[src/rtl/dxe_pkg.sv]
package dxe_pkg;
    localparam int AW = 32;
    localparam int DW = 16;

    typedef enum logic [1:0] {
        MD_COPY = 2'b00,
        MD_IMM  = 2'b01,
        MD_SUM  = 2'b10,
        MD_ALT  = 2'b11
    } xfer_mode_t;

    typedef enum logic [2:0] {
        ST_IDLE,
        ST_RD_SRC,
        ST_RD_SRC_DUP,
        ST_RD_DST,
        ST_WR_DST,
        ST_WR_DST_DUP,
        ST_FINISH
    } xfer_state_t;
endpackage

[src/rtl/dxe_addr_unit.sv]
module dxe_addr_unit #(
    parameter int AW      = 32,
    parameter int LO_BITS = 25,
    parameter int WIN_BITS = 16
) (
    input  logic [AW-1:0] cur,
    input  logic          wide,
    input  logic          step_en,
    input  logic          low_win,
    output logic [AW-1:0] nxt,
    output logic [AW-1:0] bus,
    output logic          top_hit
);
    localparam int HI_BITS = AW - LO_BITS;
    localparam logic [HI_BITS-1:0] GAP_TAG = HI_BITS'(1);

    always_comb begin
        if (low_win)
            bus = {{(AW-WIN_BITS){1'b0}}, cur[WIN_BITS-1:0]};
        else if (cur[AW-1:LO_BITS] == GAP_TAG)
            bus = {{HI_BITS{1'b1}}, cur[LO_BITS-1:0]};
        else
            bus = cur;
        top_hit = wide && !low_win && (bus == {AW{1'b1}});
        nxt     = step_en ? cur + (wide ? AW'(2) : AW'(1)) : cur;
    end
endmodule

[src/rtl/dxe_sum.sv]
module dxe_sum #(
    parameter int DW = 16
) (
    input  logic [DW-1:0] a,
    input  logic [DW-1:0] b,
    input  logic          wide,
    output logic [DW-1:0] y
);
    localparam int HW = DW / 2;
    logic [DW-1:0] full;
    always_comb begin
        full = a + b;
        y    = wide ? full : {{(DW-HW){1'b0}}, full[HW-1:0]};
    end
endmodule

[src/rtl/dma_xfer_engine.sv]
module dma_xfer_engine
    import dxe_pkg::*;
#(
    parameter int ADDR_W = 32,
    parameter int DATA_W = 16
) (
    input  logic              clk,
    input  logic              rst_n,
    input  logic              load,
    input  logic [ADDR_W-1:0] load_src,
    input  logic [ADDR_W-1:0] load_dst,
    input  logic              start,
    input  logic [1:0]        mode,
    input  logic              wide,
    input  logic              src_inc,
    input  logic              dst_inc,
    input  logic [DATA_W-1:0] imm_data,
    output logic              mem_req,
    output logic              mem_we,
    output logic              mem_wide,
    output logic [ADDR_W-1:0] mem_addr,
    output logic [DATA_W-1:0] mem_wdata,
    input  logic [DATA_W-1:0] mem_rdata,
    input  logic              mem_ready,
    output logic              busy,
    output logic              done,
    output logic [ADDR_W-1:0] src_addr,
    output logic [ADDR_W-1:0] dst_addr
);
    localparam int HW = DATA_W / 2;

    xfer_state_t       state, state_nx;
    xfer_mode_t        mode_q;
    logic              wide_q, sinc_q, dinc_q;
    logic [DATA_W-1:0] op_a, op_b, sum_y, rd_val;
    logic [ADDR_W-1:0] src_q, dst_q, src_nx, dst_nx, src_bus, dst_bus;
    logic              src_top, dst_top, accept, is_sum, src_step;

    assign is_sum   = (mode_q == MD_SUM);
    assign src_step = sinc_q && (mode_q != MD_IMM);
    assign accept   = mem_req && mem_ready;
    assign rd_val   = wide_q ? mem_rdata : {{(DATA_W-HW){1'b0}}, mem_rdata[HW-1:0]};

    dxe_addr_unit #(.AW(ADDR_W)) u_src_addr (
        .cur(src_q), .wide(wide_q), .step_en(src_step), .low_win(1'b0),
        .nxt(src_nx), .bus(src_bus), .top_hit(src_top)
    );

    dxe_addr_unit #(.AW(ADDR_W)) u_dst_addr (
        .cur(dst_q), .wide(wide_q), .step_en(dinc_q), .low_win(is_sum),
        .nxt(dst_nx), .bus(dst_bus), .top_hit(dst_top)
    );

    dxe_sum #(.DW(DATA_W)) u_sum (
        .a(op_a), .b(op_b), .wide(wide_q), .y(sum_y)
    );

    // state register
    always_ff @(posedge clk or negedge rst_n) begin
        if (!rst_n) state <= ST_IDLE;
        else        state <= state_nx;
    end

    // next-state logic
    always_comb begin
        state_nx = state;
        unique case (state)
            ST_IDLE:       if (start) state_nx = (xfer_mode_t'(mode) == MD_IMM) ? ST_WR_DST : ST_RD_SRC;
            ST_RD_SRC:     if (accept) state_nx = src_top ? ST_RD_SRC_DUP : (is_sum ? ST_RD_DST : ST_WR_DST);
            ST_RD_SRC_DUP: if (accept) state_nx = is_sum ? ST_RD_DST : ST_WR_DST;
            ST_RD_DST:     if (accept) state_nx = ST_WR_DST;
            ST_WR_DST:     if (accept) state_nx = dst_top ? ST_WR_DST_DUP : ST_FINISH;
            ST_WR_DST_DUP: if (accept) state_nx = ST_FINISH;
            ST_FINISH:     state_nx = ST_IDLE;
            default:       state_nx = ST_IDLE;
        endcase
    end

    // outputs
    always_comb begin
        mem_req   = 1'b0;
        mem_we    = 1'b0;
        mem_addr  = '0;
        mem_wide  = wide_q;
        mem_wdata = '0;
        busy      = (state != ST_IDLE);
        done      = 1'b0;
        unique case (state)
            ST_IDLE:       begin mem_wide = 1'b0; end
            ST_RD_SRC:     begin mem_req = 1'b1; mem_addr = src_bus; end
            ST_RD_SRC_DUP: begin mem_req = 1'b1; mem_addr = '0; end
            ST_RD_DST:     begin mem_req = 1'b1; mem_addr = dst_bus; end
            ST_WR_DST:     begin mem_req = 1'b1; mem_we = 1'b1; mem_addr = dst_bus;
                                 mem_wdata = is_sum ? sum_y : op_a; end
            ST_WR_DST_DUP: begin mem_req = 1'b1; mem_we = 1'b1; mem_addr = '0;
                                 mem_wdata = op_a; end
            ST_FINISH:     begin done = 1'b1; end
            default:       begin busy = 1'b0; end
        endcase
    end

    // datapath registers
    always_ff @(posedge clk or negedge rst_n) begin
        if (!rst_n) begin
            src_q  <= '0;
            dst_q  <= '0;
            op_a   <= '0;
            op_b   <= '0;
            mode_q <= MD_COPY;
            wide_q <= 1'b0;
            sinc_q <= 1'b0;
            dinc_q <= 1'b0;
        end else begin
            if (state == ST_IDLE) begin
                if (load) begin
                    src_q <= load_src;
                    dst_q <= load_dst;
                end
                if (start) begin
                    mode_q <= xfer_mode_t'(mode);
                    wide_q <= wide;
                    sinc_q <= src_inc;
                    dinc_q <= dst_inc;
                    op_a   <= wide ? imm_data : {{(DATA_W-HW){1'b0}}, imm_data[HW-1:0]};
                end
            end
            if (state == ST_RD_SRC && accept) op_a <= rd_val;
            if (state == ST_RD_DST && accept) op_b <= rd_val;
            if (state == ST_FINISH) begin
                src_q <= src_nx;
                dst_q <= dst_nx;
            end
        end
    end

    assign src_addr = src_q;
    assign dst_addr = dst_q;


    done_pulse_chk: assert property (@(posedge clk) disable iff (!rst_n)
        done |=> (!done && !busy));


    req_hold_chk: assert property (@(posedge clk) disable iff (!rst_n)
        (mem_req && !mem_ready) |=> (mem_req && $stable(mem_addr) && $stable(mem_we) && $stable(mem_wdata)));


    bus_space_chk: assert property (@(posedge clk) disable iff (!rst_n)
        mem_req |-> (mem_addr[ADDR_W-1:25] == '0 || mem_addr[ADDR_W-1:25] == '1));


    sum_window_chk: assert property (@(posedge clk) disable iff (!rst_n)
        (mem_req && mem_we && is_sum) |-> (mem_addr[ADDR_W-1:16] == '0));


    dup_write_chk: assert property (@(posedge clk) disable iff (!rst_n)
        (accept && mem_we && mem_wide && !is_sum && mem_addr == '1)
        |=> (mem_req && mem_we && mem_addr == '0 && $stable(mem_wdata)));


    byte_data_chk: assert property (@(posedge clk) disable iff (!rst_n)
        (mem_req && mem_we && !mem_wide) |-> (mem_wdata[DATA_W-1:HW] == '0));
endmodule

[config.mk]
export PLATFORM = sky130hd
export DESIGN_NAME = dma_xfer_engine
export DESIGN_NICKNAME = d
export VERILOG_FILES = /design/src/rtl/dxe_pkg.sv /design/src/rtl/dxe_addr_unit.sv /design/src/rtl/dxe_sum.sv /design/src/rtl/dma_xfer_engine.sv
export SDC_FILE = /design/constraint.sdc
export NUM_CORES = 1
export LEC_CHECK = 0
export ABC_AREA = 0
export ABC_CLOCK_PERIOD_IN_PS = 7300
export BUFFER_PORTS_ARGS = -buffer_cell sky130_fd_sc_hd__buf_2
export CAP_MARGIN = 30
export CORE_MARGIN = 2
export CORE_UTILIZATION = 50
export CTS_CLUSTER_SIZE = 14
export DETAILED_ROUTE_END_ITERATION = 8
export GPL_TIMING_DRIVEN = 1
export PLACE_DENSITY = 0.8
export RECOVER_POWER = 25
export SLEW_MARGIN = 30
export SYNTH_ARGS = -nofsm -noshare
export SYNTH_HDL_FRONTEND = slang
export SYNTH_HIERARCHICAL = 1
export SYNTH_SLANG_ARGS = --single-unit
[constraint.sdc]
create_clock -name clk -period 7.3 [get_ports clk]
set_clock_uncertainty 0.1 [all_clocks]
set_input_delay 0.73 -clock clk [delete_from_list [all_inputs] [get_ports clk]]
set_output_delay 0.73 -clock clk [all_outputs]
set_load 0.005 [all_outputs]
# ---- Word level (Yosys, flattened, before mapping)
# Index checks and enable logic that the tools add are counted.
dict set report classes {
  eq_ne 21
  reduce_logical 23
  add_sub_neg 3
  muxes 37
}
# operator n
set op_table {}
lappend op_table {{32-bit 2-to-1 mux} 11}
lappend op_table {{16-bit 2-to-1 mux} 7}
lappend op_table {{32-bit adder} 2}
lappend op_table {{32-bit == test (second input constant)} 2}
lappend op_table {{32-bit case mux with 2 select lines} 1}
lappend op_table {{16-bit case mux with 2 select lines} 1}
lappend op_table {{3-bit 2-to-1 mux} 9}
lappend op_table {{3-bit case mux with 6 select lines} 1}
lappend op_table {{16-bit adder} 1}
lappend op_table {{7-bit by 1-bit == test with 1-bit output (second input constant)} 2}
lappend op_table {{2-bit != test (second input constant)} 7}
lappend op_table {{3-bit == test (second input constant)} 3}
lappend op_table {{2-bit nonzero test} 4}
lappend op_table {{1-bit logical AND} 7}
lappend op_table {{7-bit OR reduction} 1}
lappend op_table {{3-bit by 2-bit == test with 1-bit output (second input constant)} 2}
lappend op_table {{3-bit AND reduction} 2}
lappend op_table {{6-bit AND reduction} 1}
lappend op_table {{1-bit 2-to-1 mux} 5}
lappend op_table {{5-bit OR reduction} 1}
lappend op_table {{2-bit 2-to-1 mux} 2}
lappend op_table {{2-bit by 1-bit != test with 1-bit output (second input constant)} 2}
lappend op_table {{2-bit AND reduction} 2}
lappend op_table {{2-bit OR reduction} 2}
lappend op_table {{6 further kinds} 6}
dict set report word_totals {
  out_inout_bits 117
  wordCells 93
  regBits 104
  inputBits 106
}

# ---- Longest topological paths before layout
# Gate-level depths: netlist of run 1.
dict set report depth {
  ltp_word 8
  depth_mapped 11
  mapped_depth_nobuf 10
}

# ---- By module
# The synthesis of run 1 kept the hierarchy.
# module cells_per_inst area_per_inst_um2 instances seq_area_each_um2
set by_module_without_submodules {}
lappend by_module_without_submodules {dma_xfer_engine 565 5450.2 1 2602.5}
lappend by_module_without_submodules {dxe_addr_unit 147 991.0 2 0.0}
lappend by_module_without_submodules {dxe_sum 112 825.8 1 0.0}

# ---- Worst setup path before layout of run 1
# Ideal clock, no wire load.
dict set report synth_timing {
  path_kind {reg-to-output}
  start {register op_a[0]}
  end {output port mem_wdata[8]}
  setup_slack_ns 4.401
  t_required_ns 6.470
  t_arrival_ns 2.069
  n_path_buf 0
  stages_incl_launch_ff 10
  path_cell_list {dfrtp_1 > ha_1 > fa_1 > a211oi_1 > o21ai_1 > a31oi_1 > xnor2_1 > and2_1 > nand2_1 > a21oi_1}
}
dict set report synth_between {
  elab_chain_cells 4
}
# element line_no
set synth_rtl {}
lappend synth_rtl {{start: declaration} dma_xfer_engine.sv:35} ;# logic [DATA_W-1:0] op_a, op_b, sum_y, rd_val;
lappend synth_rtl {{start signal: assignment} dma_xfer_engine.sv:124} ;# op_a <= wide ? imm_data : {{(DATA_W-HW){1'b0}}, imm_data[HW-1:0]};
lappend synth_rtl {{start signal: assignment} dma_xfer_engine.sv:127} ;# if (state == ST_RD_SRC && accept) op_a <= rd_val;
lappend synth_rtl {{16-bit adder} dxe_sum.sv:12} ;# full = a + b;
lappend synth_rtl {{16-bit 2-to-1 mux} dxe_sum.sv:13} ;# y = wide ? full : {{(DW-HW){1'b0}}, full[HW-1:0]};
lappend synth_rtl {{net sum_y[8]} dma_xfer_engine.sv:35}
lappend synth_rtl {{16-bit 2-to-1 mux} dma_xfer_engine.sv:94} ;# mem_wdata = is_sum ? sum_y : op_a; end
lappend synth_rtl {{16-bit case mux with 2 select lines} dma_xfer_engine.sv:88} ;# unique case (state)
lappend synth_rtl {{end: declaration} dma_xfer_engine.sv:22} ;# output logic [DATA_W-1:0] mem_wdata,
# The timed path passes the listed nets, and every way through them passes these cells.

# ---- Final worst setup path of run 1
dict set report layout_timing {
  start {register op_a[0]}
  end {output port mem_wdata[14]}
}
# The elaborated chain is that of the path after synthesis.

==> results of run 1 <==
-- stage by stage --
| step | utilization (%) | hold WS (ps) | cell area, um^2 | cells | power, mW |
|---|---|---|---|---|---|
| after detailed placement | 57.5 | 375 | 9200 | 1335 | 3.70 |
| after global routing | 59.2 | 425 | 9470 | 1354 | 4.53 |
| final | 59.2 | 391 | 9470 | 1354 | 4.20 |
| after floorplan | - | 334 | 8280 | 978 | 3.05 |
| after global placement | 57.3 | 371 | 9170 | 1334 | 3.62 |
| after CTS | 59.3 | 278 | 9490 | 1351 | 4.20 |
-- registers in the layout (all words and copies together) (netlist names) --
register  cells
sinc_q        1
op_a         16
mode_q        2
dst_addr     32
src_addr     32
state         3
op_b         16
dinc_q        1
wide_q        1
-- how the worst max path moves through the flow --
| stage | start | end | slack [ps] | cells after the start |
|---|---|---|---|---|
| after global routing | op_a[0]$_DFFE_PN0P_ | mem_wdata[14] | 3490 | 10 |
| final | op_a[0]$_DFFE_PN0P_ | mem_wdata[14] | 3630 | 10 |
| after detailed placement | op_a[0]$_DFFE_PN0P_ | mem_wdata[14] | 4110 | 10 |
| after CTS | op_a[0]$_DFFE_PN0P_ | mem_wdata[14] | 3680 | 10 |
| after global placement | wide_q$_DFFE_PN0P_ | src_addr[28]$_DFFE_PN0P_ | 4110 | 9 |
| after floorplan | op_a[0]$_DFFE_PN0P_ | mem_wdata[8] | 4400 | 9 |
-- power by group through the flow --
stage / Sequential, mW / Combinational, mW / Clock, mW
finish: 1.35 / 2.38 / 0.483
global route: 1.40 / 2.62 / 0.512
CTS: 1.33 / 2.38 / 0.492
detailed placement: 1.34 / 2.36 / 0
global placement: 1.34 / 2.28 / 0
floorplan: 1.19 / 1.85 / 0
-- critical path: cells and delay by family (launching register included) --
family	cells	cell delay, ps
AO/OA/AOI/OAI	4	820
flip-flops	1	400
buffers and inverters	1	140
adder cells (fa/ha/maj)	2	700
AND/OR/NAND/NOR	2	230
multiplexers	1	190
-- final cells by class --
type / instances / area [um^2]
clock inverters: 5 / 41.3
well taps: 216 / 270
multi-input cells: 758 / 5040
inverters: 27 / 101
diodes: 2 / 5.00
fillers: 1503 / 6530
flip-flops and latches: 104 / 2600
clock buffers: 11 / 253
repair buffers: 231 / 1150
-- routing by layer --
| metal | vias up | share of wire (%) | track usage [%] | wire [um] |
|---|---|---|---|---|
| li1 | 3709 | - | - | - |
| met1 | 3591 | 47 | 37.2 | 11000 |
| met2 | 290 | 43 | 37.9 | 10200 |
| met3 | 61 | 5.7 | 3.75 | 1330 |
| met4 | 0 | 4.2 | 13.1 | 981 |
| met5 | - | 0 | 0 | 0 |
-- kinds of logic after synthesis --
logic type / count (synthesis)
and+or+nand+nor: 361
other: 1
adders and majority gates: 22
muxes: 87
xor gates and xnor gates: 68
AOI/OAI and AO/OA: 212
buffers and inverters: 116
DFF: 104
-- placed cells by master (no fill, tap or decap), types with 3 or more instances in the layout --
cell type,Yosys,layout
a211oi_1,5,5
a21o_1,5,5
a21oi_1,88,88
a21oi_2,17,16
a222oi_1,4,4
a22o_1,32,32
a31oi_1,7,7
a32oi_1,4,4
and2_1,10,9
and3_1,9,9
buf_2,21,197
buf_4,45,7
clkbuf_1,18,24
clkbuf_16,0,9
clkinv_4,0,3
conb_1,1,8
dfrtp_1,104,104
fa_1,3,3
ha_1,19,19
inv_1,27,27
mux2_2,13,13
mux2i_1,73,73
nand2_1,103,103
nand2b_1,10,10
nand3_1,39,39
nand3b_1,3,3
nand4_1,26,26
nand4b_1,4,4
nor2_1,101,99
nor2b_1,25,25
nor3_1,9,9
nor4_1,4,4
o21a_1,4,4
o21ai_0,20,20
o21ai_1,8,7
o31ai_1,3,3
xnor2_1,60,60
xor2_1,8,8
==> flow_summary.json, run 1 <==
{
  "cp-end-kind": "output port",
  "initial_core_util_pct": 51.6,
  "hold_path.class": "register to register",
  "reg2reg_from": "wide_q$_DFFE_PN0P_",
  "path_cells": "ha_1, fa_1, a211oi_1, o21ai_1, nand2_1, o21ba_1, mux2i_1, nand2_1, a21oi_1, buf_2",
  "numCtsBuffers": 9,
  "synth_most_common_cell": "dfrtp_1",
  "synth_area_per_cell_um2": 8.50,
  "drc": 0,
  "initialDrtViolationCount": 764,
  "fin_ws_ps": 3630,
  "clk_latency_ps": 360,
  "cts_max_path_buffers": 2,
  "clkSlewWorstSetupHoldPaths_ps": 70,
  "die_y_um": 133,
  "synth_top_family_by_area": "simple AND/OR/NAND/NOR gates",
  "io_buffers": 222,
  "synth_mux_area_share_pct": 10.8,
  "slew_violations": 45,
  "drive_above_1_share_pct": 23.8,
  "arrival_ps": 2840,
  "reg2reg_depth": 11,
  "fin_nets": 1259,
  "dp_hpwl_mm": 17.2,
  "outcome": "finished with violations",
  "sequentialPowerShare_pct": 32.0,
  "gp_congestion": 0.904,
  "p_comb_share_pct": 56.5,
  "min_period_over_period_pct": 50.3,
  "drtPass1Iterations": 6,
  "slowest_delay_ps": 440,
  "syn2layout_area_growth_pct": 14.7,
  "cts_root_buf": "clkbuf_16",
  "clkSinkCount": 104,
  "grt_pass1_wl_mm": 36.7,
  "ys_ff_latch": 104,
  "ir_worst_vdd_v": 0.000200,
  "die-area_mm2": 0.0176,
  "final_hold_viol_count": 0,
  "synthXorXnorAreaFrac_pct": 7.21,
  "synth_edf_count": 0,
  "cts_hold_buffers": 0,
  "setup_tns_ps": 0,
  "violations": "capacitance limit, slew limit",
  "p_int_mw": 2.17,
  "io-pin-count": 223,
  "cp_max_fo": 3,
  "p_sw_share_pct": 48.5,
  "antenna_left": 0,
  "holdPathStages": 2,
  "p_leak_nw": 4.12,
  "async_flop_share_pct": 100,
  "wire_per_inst_um": 17.3,
  "grt_max_degree": 66,
  "antenna_found_initial": 2,
  "whs_endpoint": "op_b[8]$_DFFE_PN0P_",
  "synth.cell_area_mm2": 0.00826,
  "cts-resized-gates": 0,
  "synthSimpleGateAreaFrac_pct": 21.7,
  "core_region_area_mm2": 0.0160,
  "yosysUniqueCellTypes": 63,
  "grt_pass1_vias": 6890,
  "tightest_slew_ps": 2500,
  "synth_top_area_share_pct": 31.5,
  "ys_warn_count": 6,
  "dp_slack_ps": 4110,
  "period_needed_ps": 3670,
  "cpMaxStageDelayCell": "fa_1",
  "clkPwrFrac_pct": 11.5,
  "synth.area.top_cells": "dfrtp_1 32%, mux2i_1 8.8%, xnor2_1 6.4%",
  "reg2reg_to": "src_addr[30]$_DFFE_PN0P_",
  "synth_largest_area_cell": "dfrtp_1",
  "rsz0062_at_grt": "false",
  "seq_area_frac_synth_pct": 31.5,
  "drv_cap": 1,
  "cts_tree": "done",
  "setup.worst_path.start_class": "register",
  "critical_path_class": "register to output port",
  "overflow": 0,
  "die_w_um": 133,
  "min_from": "op_b[8]$_DFFE_PN0P_",
  "vias": 7651,
  "slew_headroom_pct": -66.9,
  "synth_compound_area_share_pct": 17.1,
  "post_cts_buffers": 0,
  "synth-adder-area-share_pct": 3.61,
  "routed_via_density": 5.65,
  "p_switching_mw": 2.04,
  "grt_util_all_layers_pct": 25.9,
  "ys.flop_type": "dfrtp_1",
  "powerDensity_mw_per_mm2": 444,
  "htree_levels": 3,
  "ff2ff_setup_slack_ps": 4360,
  "rows": 46,
  "postRouteWirelength_mm": 23.5,
  "synth_cells": 971,
  "fmax_ghz": 0.272,
  "crit_top_cell": "nand2_1",
  "yosys-top-cells-count": "104 x dfrtp_1, 103 x nand2_1, 101 x nor2_1",
  "setup_viol": 0,
  "cp.required_ps": 6470
}
Power figures use the tool's default switching activity.
==> run 2: changes to the inputs <==
Settings changed: ABC_CLOCK_PERIOD_IN_PS 7300 to 3700.
Clock period 7.3 ns to 3.7 ns, I/O delays scaled along.
==> run 2 against run 1 <==
The run still ends with capacitance limit, slew limit left. Final cell count rose by 0.22%. Combinational power rose by 99%. Sequential power increased by 96%. Sequential cell count is the same. Cell area grew 0.71%. Power rose by 100%. Die area unchanged.
==> flow_summary.json, run 2 (synthesis gave the netlist of run 1 again) <==
{
  "outcome": "finished with violations",
  "violations": "capacitance limit, slew limit",
  "cts_max_path_buffers": 2,
  "reg2reg_to": "src_addr[14]$_DFFE_PN0P_",
  "cp_max_fo": 3,
  "fillCellCount": 1449,
  "io-pin-count": 223,
  "die-area_mm2": 0.0176,
  "numCtsBuffers": 9,
  "htree_levels": 3,
  "vias": 7684,
  "initial_core_util_pct": 51.6,
  "fin_nets": 1263,
  "stdcell_area_mm2": 0.00954,
  "reg2reg_from": "wide_q$_DFFE_PN0P_",
  "wire_per_inst_um": 17.4,
  "antenna_left": 0,
  "clk_latency_ps": 360,
  "io_buffers": 222,
  "postRouteWirelength_mm": 23.6,
  "cts_root_buf": "clkbuf_16",
  "p_leak_nw": 4.16,
  "final_common_cell": "buf_2",
  "most-common-layout-cells": "202 x buf_2, 104 x dfrtp_1, 103 x nand2_1, 100 x nor2_1, 88 x a21oi_1",
  "use_met2_pct": 39.6,
  "die_w_um": 133,
  "initialDrtViolationCount": 801,
  "routed_via_density": 5.66,
  "post_cts_buffers": 0,
  "cp-end-kind": "output port",
  "clkSlewWorstSetupHoldPaths_ps": 80,
  "reg2reg_depth": 11,
  "powerDensity_mw_per_mm2": 880,
  "dp_hpwl_mm": 17.3,
  "fin_ws_ps": 450,
  "die_y_um": 133,
  "drv_cap": 1,
  "cts_tree": "done",
  "grt_max_degree": 129,
  "drive_above_1_share_pct": 24.2,
  "fmax_ghz": 0.308,
  "grt_pass1_wl_mm": 37.8,
  "ir_worst_vdd_v": 0.000452,
  "setup_viol": 0,
  "cp.required_ps": 3230,
  "overflow": 0,
  "ff2ff_setup_slack_ps": 890,
  "setup_tns_ps": 0,
  "gp_congestion": 0.931,
  "antenna_found_initial": 1,
  "hold_path.class": "input port to register",
  "grt_util_all_layers_pct": 26.7,
  "post-route-util_pct": 59.6,
  "rsz0062_at_grt": "false",
  "total_power_mw": 8.39,
  "min_period_over_period_pct": 87.8,
  "cp-endpoint": "mem_wdata[14]",
  "arrival_ps": 2780,
  "core_region_area_mm2": 0.0160,
  "busiest_layer": "met2",
  "dp_slack_ps": 862,
  "dpl_cell_area_mm2": 0.00925,
  "period_needed_ps": 3250,
  "slew_violations": 41,
  "final_hold_viol_count": 0,
  "grtUsageMet3_pct": 3.30,
  "use_met1_pct": 38.3,
  "drtPass1Iterations": 7,
  "setup.worst_path.start_class": "register",
  "syn2layout_area_growth_pct": 15.5,
  "clkSinkCount": 104,
  "tightest_slew_ps": 2420,
  "drc": 0,
  "rows": 46,
  "grt_pass1_vias": 7132,
  "critical_path_class": "register to output port",
  "crit_start": "op_a[0]$_DFFE_PN0P_",
  "slew_headroom_pct": -61.2
}
[run 2: repair_timing]
| item | CTS | global route |
|---|---|---|
| hold buffers | 1 | 0 |
| resized for setup | 0 | 0 |
| endpoints found under the hold margin | 40 | 0 |
[run 2: critical path: stages (launching register included)]
cell and delay, ps:
dfrtp_1 400, ha_1 240, fa_1 430, a211oi_1 330, o21ai_1 180, nand2_1 150
o21ba_1 180, mux2i_1 180, nand2_1 60, a21oi_1 120, buf_2 140
[run 2: metrics by stage]
stage                     hold slack, ps  instances
after floorplan                    -25.6        978
after global placement               297       1339
after detailed placement             299       1339
after CTS                            117       1356
after global routing                 137       1357
final                                124       1357
[run 2: worst min-delay path by stage]
stage / startpoint / endpoint / slack (ps) / depth (start not counted)
2_1_floorplan: rst_n / dinc_q$_DFFE_PN0P_ / -30 / 0
3_3_place_gp: rst_n / op_a[12]$_DFFE_PN0P_ / 300 / 1
3_5_place_dp: rst_n / op_a[12]$_DFFE_PN0P_ / 300 / 1
4_1_cts: imm_data[14] / op_a[14]$_DFFE_PN0P_ / 120 / 3
5_1_grt: imm_data[15] / op_a[15]$_DFFE_PN0P_ / 140 / 3
6_report: mem_rdata[7] / op_a[7]$_DFFE_PN0P_ / 120 / 3
[run 2: power breakdown]
group / leakage, nW / internal, mW / switching [mW]
combinational: 2.81 / 2.13 / 2.61
sequential: 1.21 / 1.68 / 0.965
clock: 0.145 / 0.547 / 0.462
total: 4.16 / 4.36 / 4.04
[run 2: cell type report]
class                      count  area [um^2]  area share (%)
sequential                   104         2600            27.3
multi-input combinational    758         5030            52.8
tap                          216          270            2.83
clock buffer                  10          239            2.51
clock inverter                 6         67.6           0.708
antenna                        1         2.50          0.0262
timing repair buffer         235         1220            12.8
inverter                      27          101            1.06
[run 2: routing by layer]
layer | wire (um) | vias to the layer above
met2 | 10300 | 317
met5 | 0 | -
met4 | 1100 | 0
met3 | 1290 | 67
li1 | - | 3715
met1 | 10900 | 3585
==> run 3: changes to the inputs <==
Settings changed: CORE_MARGIN 2 to not set, PLACE_DENSITY 0.8 to 0.81, SYNTH_HIERARCHICAL 1 to not set.
==> run 3 against run 2 <==
The flow still finishes with violations (capacitance limit, slew limit). Utilization grew 2.9 points. Register-to-register slack lost 220 ps. Area after synthesis shrank 14%. Final cell count shrank 4.9%. Clock power is essentially flat. Fmax shrank 1.3%.
==> flow_summary.json, run 3 <==
{
  "path_cells": "ha_1, inv_1, fa_1, nor2b_1, o211ai_1, a21o_1, a31oi_1, a21oi_1, xor2_1, o21ai_0, buf_2",
  "synth_most_common_cell": "a21oi_1",
  "ys_warn_count": 0,
  "async_flop_share_pct": 100,
  "final_hold_viol_count": 0,
  "drv_cap": 1,
  "synth_area_per_cell_um2": 7.78,
  "rows": 43,
  "ir_worst_vdd_v": 0.000421,
  "die_w_um": 121,
  "critical_path_class": "register to output port",
  "synth_largest_area_cell": "dfrtp_1",
  "synth-adder-area-share_pct": 4.18,
  "yosys-top-cells-count": "127 x a21oi_1, 126 x nand2_1, 104 x dfrtp_1",
  "clkSinkCount": 104,
  "min_period_over_period_pct": 89.0,
  "cpMaxStageDelayCell": "fa_1",
  "cts_max_path_buffers": 2,
  "cp.required_ps": 3230,
  "drc": 0,
  "core_region_area_mm2": 0.0139,
  "final_common_cell": "buf_2",
  "synth_mux_area_share_pct": 1.55,
  "io_buffers": 222,
  "setup_tns_ps": 0,
  "hold_path.class": "input port to register",
  "grt_util_all_layers_pct": 34.1,
  "powerDensity_mw_per_mm2": 927,
  "post_cts_buffers": 0,
  "overflow": 0,
  "tightest_slew_ps": 1780,
  "fmax_ghz": 0.304,
  "violations": "capacitance limit, slew limit",
  "drtPass1Iterations": 6,
  "period_needed_ps": 3290,
  "clkSlewWorstSetupHoldPaths_ps": 70,
  "grt_max_degree": 68,
  "arrival_ps": 2820,
  "fillCellCount": 1272,
  "clk_latency_ps": 360,
  "antenna_left": 0,
  "most-common-layout-cells": "214 x buf_2, 126 x nand2_1, 125 x a21oi_1, 104 x dfrtp_1, 95 x o21ai_0",
  "cts_root_buf": "clkbuf_16",
  "dp_cells": 1273,
  "ys.flop_type": "dfrtp_1",
  "yosysUniqueCellTypes": 60,
  "die_y_um": 121,
  "ys_ff_latch": 104,
  "synthXorXnorAreaFrac_pct": 1.35,
  "routed_via_density": 6.28,
  "htree_levels": 3,
  "cts_hold_buffers": 0,
  "synth_top_area_share_pct": 36.5,
  "fin_cells": 1290,
  "rsz0062_at_grt": "false",
  "cp-end-kind": "output port",
  "synth_top_family_by_area": "compound AO/OA/AOI/OAI gates",
  "cts-resized-gates": 0,
  "synth.cell_area_mm2": 0.00712,
  "drive_above_1_share_pct": 24.7,
  "total_power_mw": 8.05,
  "n_antenna_cell": 0,
  "setup_viol": 0,
  "synth_cells": 916,
  "initial_core_util_pct": 51.3,
  "cp_max_fo": 3,
  "syn-num-nets": 1044,
  "vias": 8104,
  "setup.worst_path.start_class": "register",
  "syn2layout_area_growth_pct": 21.9,
  "synth_edf_count": 0,
  "initialDrtViolationCount": 814,
  "synth_compound_area_share_pct": 30.5,
  "slew_headroom_pct": -18.6,
  "slowest_delay_ps": 420,
  "grt_pass1_vias": 7441,
  "critPathBufInv": 2,
  "wire_per_inst_um": 19.1,
  "fin_ws_ps": 408,
  "numCtsBuffers": 9,
  "antenna_found_initial": 0,
  "crit_cells": 11,
  "synth.area.top_cells": "dfrtp_1 37%, a21oi_1 8.9%, o21ai_0 6.7%",
  "postRouteWirelength_mm": 24.6,
  "outcome": "finished with violations",
  "gp_congestion": 0.945,
  "die-area_mm2": 0.0147,
  "synthSimpleGateAreaFrac_pct": 21.8,
  "cts_tree": "done",
  "seq_area_frac_synth_pct": 36.5,
  "io-pin-count": 223,
  "cpLargestDelayFamily": "compound AO/OA/AOI/OAI gates",
  "holdPathStages": 3,
  "reg2reg_depth": 10,
  "dp_hpwl_mm": 17.8,
  "slew_violations": 68,
  "dp_slack_ps": 728,
  "grt_pass1_wl_mm": 38.6,
  "p_leak_nw": 4.04,
  "fin_nets": 1233
}
## run 3: cell families (layout without fill, tap and decap cells)
family,count (synthesis),in the layout
AOI/OAI and AO/OA,360,360
DFF,104,104
muxes,10,10
adders and majority gates,22,22
xor gates and xnor gates,11,11
buffers and inverters,77,271
and+or+nand+nor,332,332
## run 3: final timing paths
path / endpoint / slack (ps) / from
worst max-delay path: mem_wdata[12] / 410 / op_a[0]$_DFFE_PN0P_
worst min-delay path: sinc_q$_DFFE_PN0P_ / 120 / src_inc
worst max register to register: src_addr[24]$_DFFE_PN0P_ / 670 / wide_q$_DFFE_PN0P_
worst min register to register: op_b[12]$_DFFE_PN0P_ / 390 / op_b[12]$_DFFE_PN0P_
max in group asynchronous: src_addr[31]$_DFFE_PN0P_ / 1440 / rst_n
min in group asynchronous: dst_addr[13]$_DFFE_PN0P_ / 900 / rst_n
## run 3: final cells by class
| cell class | count | area, um^2 | area share [%] |
|---|---|---|---|
| Clock buffer | 10 | 239 | 2.75 |
| Clock inverter | 6 | 66.3 | 0.764 |
| Inverter | 16 | 60.1 | 0.692 |
| Multi-Input combinational cell | 735 | 4250 | 48.9 |
| Sequential cell | 104 | 2600 | 30.0 |
| Tap cell | 180 | 225 | 2.59 |
| Timing Repair Buffer | 239 | 1240 | 14.3 |
## run 3: metrics by stage
step                cell area [um^2]  hold slack (ps)  utilization, %
detailed placement              8380              382            60.3
CTS                             8680             62.7            62.5
global placement                8380              364            60.3
global route                    8680              125            62.6
finish                          8680              119            62.6
floorplan                       7120            -25.6               -
## run 3: report_power, final
part | internal [mW] | switching [mW]
logic | 1.90 | 2.51
clock network | 0.546 | 0.459
registers | 1.69 | 0.938
## run 3: layer usage
layer	track usage, %	wire [um]	vias to the layer above
li1	-	-	3750
met1	41.2	9390	3776
met2	56.2	11800	505
met3	9.59	2500	73
met4	15.5	929	0
met5	0	0	-
## run 3: worst min-delay path, cell delays in order
cell	delay, ps
buf_2	80
nand2_1	40
nand2_1	50
